[config.mk]
export PLATFORM = sky130hd
export DESIGN_NAME = addr_latch_bank
export DESIGN_NICKNAME = d
export VERILOG_FILES = /design/src/rtl/addr_latch_pkg.sv /design/src/rtl/addr_latch_mode_dec.sv /design/src/rtl/addr_latch_addr_dec.sv /design/src/rtl/addr_latch_cell.sv /design/src/rtl/addr_latch_bank.sv
export SDC_FILE = /design/constraint.sdc
export NUM_CORES = 1
export LEC_CHECK = 0
export CAP_MARGIN = 20
export CORE_AREA = 4 4 41 43
export CTS_CLUSTER_DIAMETER = 30
export DETAILED_ROUTE_END_ITERATION = 16
export DIE_AREA = 0 0 45 47
export PLACE_DENSITY_LB_ADDON = 0.2
export SYNTH_ARGS = -nofsm -noshare
export SYNTH_HDL_FRONTEND = slang
export SYNTH_HIERARCHICAL = 1
export SYNTH_SLANG_ARGS = --single-unit
[constraint.sdc]
create_clock -name clk -period 1.4 [get_ports clk]
set_clock_uncertainty 0.1 [all_clocks]
set_input_delay 0.28 -clock clk [delete_from_list [all_inputs] [get_ports clk]]
set_output_delay 0.28 -clock clk [all_outputs]
set_load 0.005 [all_outputs]
[src/rtl/addr_latch_pkg.sv]
package addr_latch_pkg;

   typedef enum logic [1:0] {
      MODE_DEMUX = 2'b00,
      MODE_WRITE = 2'b01,
      MODE_CLEAR = 2'b10,
      MODE_HOLD  = 2'b11
   } bank_mode_e;

   function automatic bank_mode_e mode_of(input logic gate_n, input logic clr_n);
      return bank_mode_e'({gate_n, clr_n});
   endfunction

endpackage

[src/rtl/addr_latch_mode_dec.sv]
module addr_latch_mode_dec
   import addr_latch_pkg::*;
(
   input  logic       gate_n_i,
   input  logic       clr_n_i,
   output bank_mode_e mode_o,
   output logic       wr_sel_o,
   output logic       clr_rest_o
);

   always_comb begin
      mode_o     = mode_of(gate_n_i, clr_n_i);
      wr_sel_o   = 1'b0;
      clr_rest_o = 1'b0;
      unique case (mode_o)
         MODE_DEMUX: begin wr_sel_o = 1'b1; clr_rest_o = 1'b1; end
         MODE_WRITE: begin wr_sel_o = 1'b1; clr_rest_o = 1'b0; end
         MODE_CLEAR: begin wr_sel_o = 1'b0; clr_rest_o = 1'b1; end
         default:    begin wr_sel_o = 1'b0; clr_rest_o = 1'b0; end
      endcase
   end

endmodule

[src/rtl/addr_latch_addr_dec.sv]
module addr_latch_addr_dec #(
   parameter int NUM_BITS = 8,
   parameter int ADDR_W   = 3
) (
   input  logic [ADDR_W-1:0]   addr_i,
   input  logic                en_i,
   output logic [NUM_BITS-1:0] sel_o
);

   if (NUM_BITS > (1 << ADDR_W)) begin : g_bad_width
      $error("addr_latch_addr_dec: address too narrow for NUM_BITS");
   end

   for (genvar k = 0; k < NUM_BITS; k++) begin : g_sel
      assign sel_o[k] = en_i && (addr_i == ADDR_W'(k));
   end

endmodule

[src/rtl/addr_latch_cell.sv]
module addr_latch_cell #(
   parameter bit ASYNC_RST = 1'b0
) (
   input  logic clk,
   input  logic rst_n,
   input  logic sel_i,
   input  logic clr_i,
   input  logic data_i,
   output logic q_o
);

   logic nxt;

   always_comb begin
      if (sel_i)      nxt = data_i;
      else if (clr_i) nxt = 1'b0;
      else            nxt = q_o;
   end

   if (ASYNC_RST) begin : g_async
      always_ff @(posedge clk or negedge rst_n) begin
         if (!rst_n) q_o <= 1'b0;
         else        q_o <= nxt;
      end
   end else begin : g_sync
      always_ff @(posedge clk) begin
         if (!rst_n) q_o <= 1'b0;
         else        q_o <= nxt;
      end
   end

endmodule

[src/rtl/addr_latch_bank.sv]
module addr_latch_bank
   import addr_latch_pkg::*;
#(
   parameter int NUM_BITS  = 8,
   parameter bit ASYNC_RST = 1'b0,
   localparam int ADDR_W   = (NUM_BITS > 1) ? $clog2(NUM_BITS) : 1
) (
   input  logic                clk,
   input  logic                rst_n,
   input  logic [ADDR_W-1:0]   addr_i,
   input  logic                data_i,
   input  logic                gate_n_i,
   input  logic                clr_n_i,
   output logic [NUM_BITS-1:0] q_o
);

   if (NUM_BITS < 2) begin : g_bad_bits
      $error("addr_latch_bank: NUM_BITS must be at least 2");
   end

   bank_mode_e          mode;
   logic                wr_sel;
   logic                clr_rest;
   logic [NUM_BITS-1:0] sel;

   addr_latch_mode_dec u_mode (
      .gate_n_i  (gate_n_i),
      .clr_n_i   (clr_n_i),
      .mode_o    (mode),
      .wr_sel_o  (wr_sel),
      .clr_rest_o(clr_rest)
   );

   addr_latch_addr_dec #(.NUM_BITS(NUM_BITS), .ADDR_W(ADDR_W)) u_addr (
      .addr_i(addr_i),
      .en_i  (wr_sel),
      .sel_o (sel)
   );

   for (genvar k = 0; k < NUM_BITS; k++) begin : g_cell
      addr_latch_cell #(.ASYNC_RST(ASYNC_RST)) u_cell (
         .clk   (clk),
         .rst_n (rst_n),
         .sel_i (sel[k]),
         .clr_i (clr_rest),
         .data_i(data_i),
         .q_o   (q_o[k])
      );
   end

   // non-addressed bits go low in demultiplex mode
   a_r2_demux_rest_low: assert property (@(posedge clk) disable iff (!rst_n)
      (mode == MODE_DEMUX) |=> ((q_o & ~$past(sel)) == '0));

   // the addressed bit takes the data
   a_r8_addr_bit_written: assert property (@(posedge clk) disable iff (!rst_n)
      ((!gate_n_i) && (32'(addr_i) < NUM_BITS)) |=> (q_o[$past(addr_i)] == $past(data_i)));

   // non-addressed bits keep their value in addressable write mode
   a_r3_write_rest_kept: assert property (@(posedge clk) disable iff (!rst_n)
      (mode == MODE_WRITE) |=> ((q_o & ~$past(sel)) == ($past(q_o) & ~$past(sel))));

   // hold freezes the bank
   a_r4_hold_stable: assert property (@(posedge clk) disable iff (!rst_n)
      (gate_n_i && clr_n_i) |=> $stable(q_o));

   // clear zeroes the bank
   a_r5_clear_all: assert property (@(posedge clk) disable iff (!rst_n)
      (gate_n_i && !clr_n_i) |=> (q_o == '0));

   // at most one bit is selected for writing
   a_r8_sel_onehot: assert property (@(posedge clk) disable iff (!rst_n)
      $onehot0(sel));

endmodule

==> results.py <==
metrics = {
    "run_status": {
        "run_status": "completed",
    },
    "timing": {
        "report.final.slew_viol_count": 0,
        "timing.slew.headroom": 0.789,
        "tightest_slew_ns": 0.315,
        "timing.fmax_mhz": 797,
        "rsz0062_at_grt": "no",
        "setup_viol": 0,
        "final_min_period_over_clock_period": 0.896,
        "finalHoldViolations": 0,
        "final_critical_delay_including_setup_and_external_delays_ns": 1.25,
        "setup_slack_ns": 0.145,
    },
    "die": {
        "fp.dieArea_um2": 2120,
        "die_w_um": 45,
        "initial_utilization": 0.318,
        "placementRows": 13,
        "die_h_um": 47,
        "pin_count": 16,
        "core_um2": 1300,
    },
    "worst_setup_path": {
        "reg2reg_capture_point": "g_cell[2].u_cell/q_o$_SDFFE_PN0P_",
        "worstSetupStartpointType": "primary input",
        "worst-path-max-fanout": 16,
        "worst-setup-path-type": "in2reg",
        "ff2ff_setup_slack_ns": 0.53,
        "reg2regPathDepth": 2,
        "worst_r2r_startpoint": "g_cell[2].u_cell/q_o$_SDFFE_PN0P_",
        "crit_path_end_kind": "flip-flop",
        "critical_path_arrival_ns": 1.36,
        "data_required_critical_path_ns": 1.50,
    },
    "placed_design": {
        "portBuffers": 15,
        "place_ws_ns": -0.335,
        "routabilityCongestion": 0.749,
    },
    "clocking": {
        "cts_h_tree_depth": 1,
        "max-clock-path-buffers": 2,
        "clk_latency_ns": 0.25,
        "clock_tree_from_tritoncts": "built",
        "cts-root-buf": "sky130_fd_sc_hd__clkbuf_4",
        "cts_num_sinks": 8,
        "holdBufCountCts": 0,
        "cts-buffers-inserted": 3,
        "cts.clk_slew.worst_paths_ns": 0.05,
    },
    "synth": {
        "netlist_area_before_placement_um2": 414,
        "number_of_warnings_printed_during_yosys_synthesis": 6,
        "synthCells": 34,
        "avgSynthCellArea_um2": 12.2,
        "number_of_nets_produced_by_synthesis": 42,
    },
    "route": {
        "drt-pass1-iter-count": 4,
        "number_of_remaining_drc_errors": 0,
        "avgRoutedWirePerCell_um": 14.8,
        "detail-route-antenna-nets": 0,
        "detail_route.vias_per_cell": 5.57,
        "finalWirelength_um": 1020,
        "drc_marker_count_from_the_first_detailed_route_iteration": 5,
        "via_count": 384,
    },
    "finish": {
        "fin_util": 0.473,
        "final_net_count": 64,
        "top_regs": "g_cell.u_cell/q_o x8",
        "top_register": "g_cell.u_cell/q_o",
        "final_common_cell": "sky130_fd_sc_hd__dlygate4sd2_1",
        "antenna-diode-count": 0,
        "mostFrequentLayoutCells": "11 x sky130_fd_sc_hd__dlygate4sd2_1, 8 x sky130_fd_sc_hd__a31o_1, 8 x sky130_fd_sc_hd__dfxtp_1",
        "fillers": 133,
        "syn2layout_area_growth_pct": 48.6,
        "largest_register_ffs": 8,
        "drive_gt1_frac": 0.278,
    },
    "global_routing": {
        "globalRouteOverflowTotal": 0,
        "first_global_vias": 361,
        "global_route.usage.total": 0.114,
        "grt_antenna_before_repair": 0,
        "grt_max_degree": 17,
        "first_pass_grt_wire_length_um": 1580,
    },
    "worst_hold_path": {
        "worst_hold_path.endpoint": "g_cell[0].u_cell/q_o$_SDFFE_PN0P_",
        "min_from": "gate_n_i",
        "holdPathStages": 4,
        "worstHoldPathType": "in2reg",
    },
    "power": {
        "combinational_share_of_power": 0.137,
        "power.net_switching_mw": 0.113,
        "power.internal_mw": 0.364,
        "seq_power_share": 0.487,
        "pwr_density_cell_nw_per_um2": 775,
        "irDropWorstVdd_mv": 0.462,
        "netSwitchingFraction": 0.236,
        "power.static_leakage_nw": 0.279,
        "power_frac_clock": 0.375,
    },
    "flow_run": {
        "max_cap_viol_count": 0,
    },
}
## worst max-delay path by stage
stage                                        end      start  cells past startpoint  slack, ns
2_1_floorplan  g_cell[7].u_cell/q_o$_SDFFE_PN0P_   gate_n_i                      4       0.33
3_5_place_dp   g_cell[2].u_cell/q_o$_SDFFE_PN0P_  addr_i[2]                      4      -0.33
4_1_cts        g_cell[2].u_cell/q_o$_SDFFE_PN0P_   gate_n_i                      5       0.03
3_3_place_gp   g_cell[2].u_cell/q_o$_SDFFE_PN0P_  addr_i[2]                      4      -0.25
5_1_grt        g_cell[2].u_cell/q_o$_SDFFE_PN0P_      rst_n                      4       0.07
6_report       g_cell[3].u_cell/q_o$_SDFFE_PN0P_      rst_n                      4       0.15
## area by class of cell
class / count / area, um^2 / area share
flip-flops and latches: 8 / 160 / 0.260
inverters: 2 / 7.51 / 0.0122
well taps: 15 / 18.8 / 0.0305
multi-input cells: 24 / 253 / 0.411
repair buffers: 17 / 154 / 0.250
clock buffers: 3 / 22.5 / 0.0366
## critical path, cell delays in order
cell                              delay, ns
sky130_fd_sc_hd__clkdlybuf4s50_1       0.45
sky130_fd_sc_hd__buf_4                 0.18
sky130_fd_sc_hd__nor4bb_1              0.31
sky130_fd_sc_hd__a31o_1                0.13
## metal layers
layer  routed length (um)  GRT usage  vias to the layer above
met1                  444      0.122                      172
li1                     -          -                      193
met3                   96     0.0575                        4
met2                  454      0.172                       15
met4                   26     0.0877                        0
met5                    0          0                        -
## repair_timing
action                     CTS  global route
buffers inserted             0             1
setup endpoints to repair   13             7
resized for setup           12             2
pin swaps                    0             1
## per-stage QoR
stage | hold slack (ns) | total power, mW | cell area (um^2) | TNS, ns | cells
after detailed placement | 0.525 | 0.306 | 591 | -2.26 | 65
final | 0.468 | 0.477 | 616 | 0 | 69
after floorplan | 0.322 | 0.260 | 414 | 0 | 34
after global routing | 0.499 | 0.501 | 616 | 0 | 69
after CTS | 0.526 | 0.486 | 606 | 0 | 68
after global placement | 0.521 | 0.303 | 591 | -1.88 | 65
## power groups by stage
stage	Combinational (mW)	Clock (mW)	Sequential [mW]
final	0.0655	0.179	0.233
after global routing	0.0713	0.197	0.233
after CTS	0.0641	0.190	0.232
after detailed placement	0.0685	0	0.237
after global placement	0.0657	0	0.237
after floorplan	0.0223	0	0.238
Note: power is estimated with default switching activity, not from simulation.
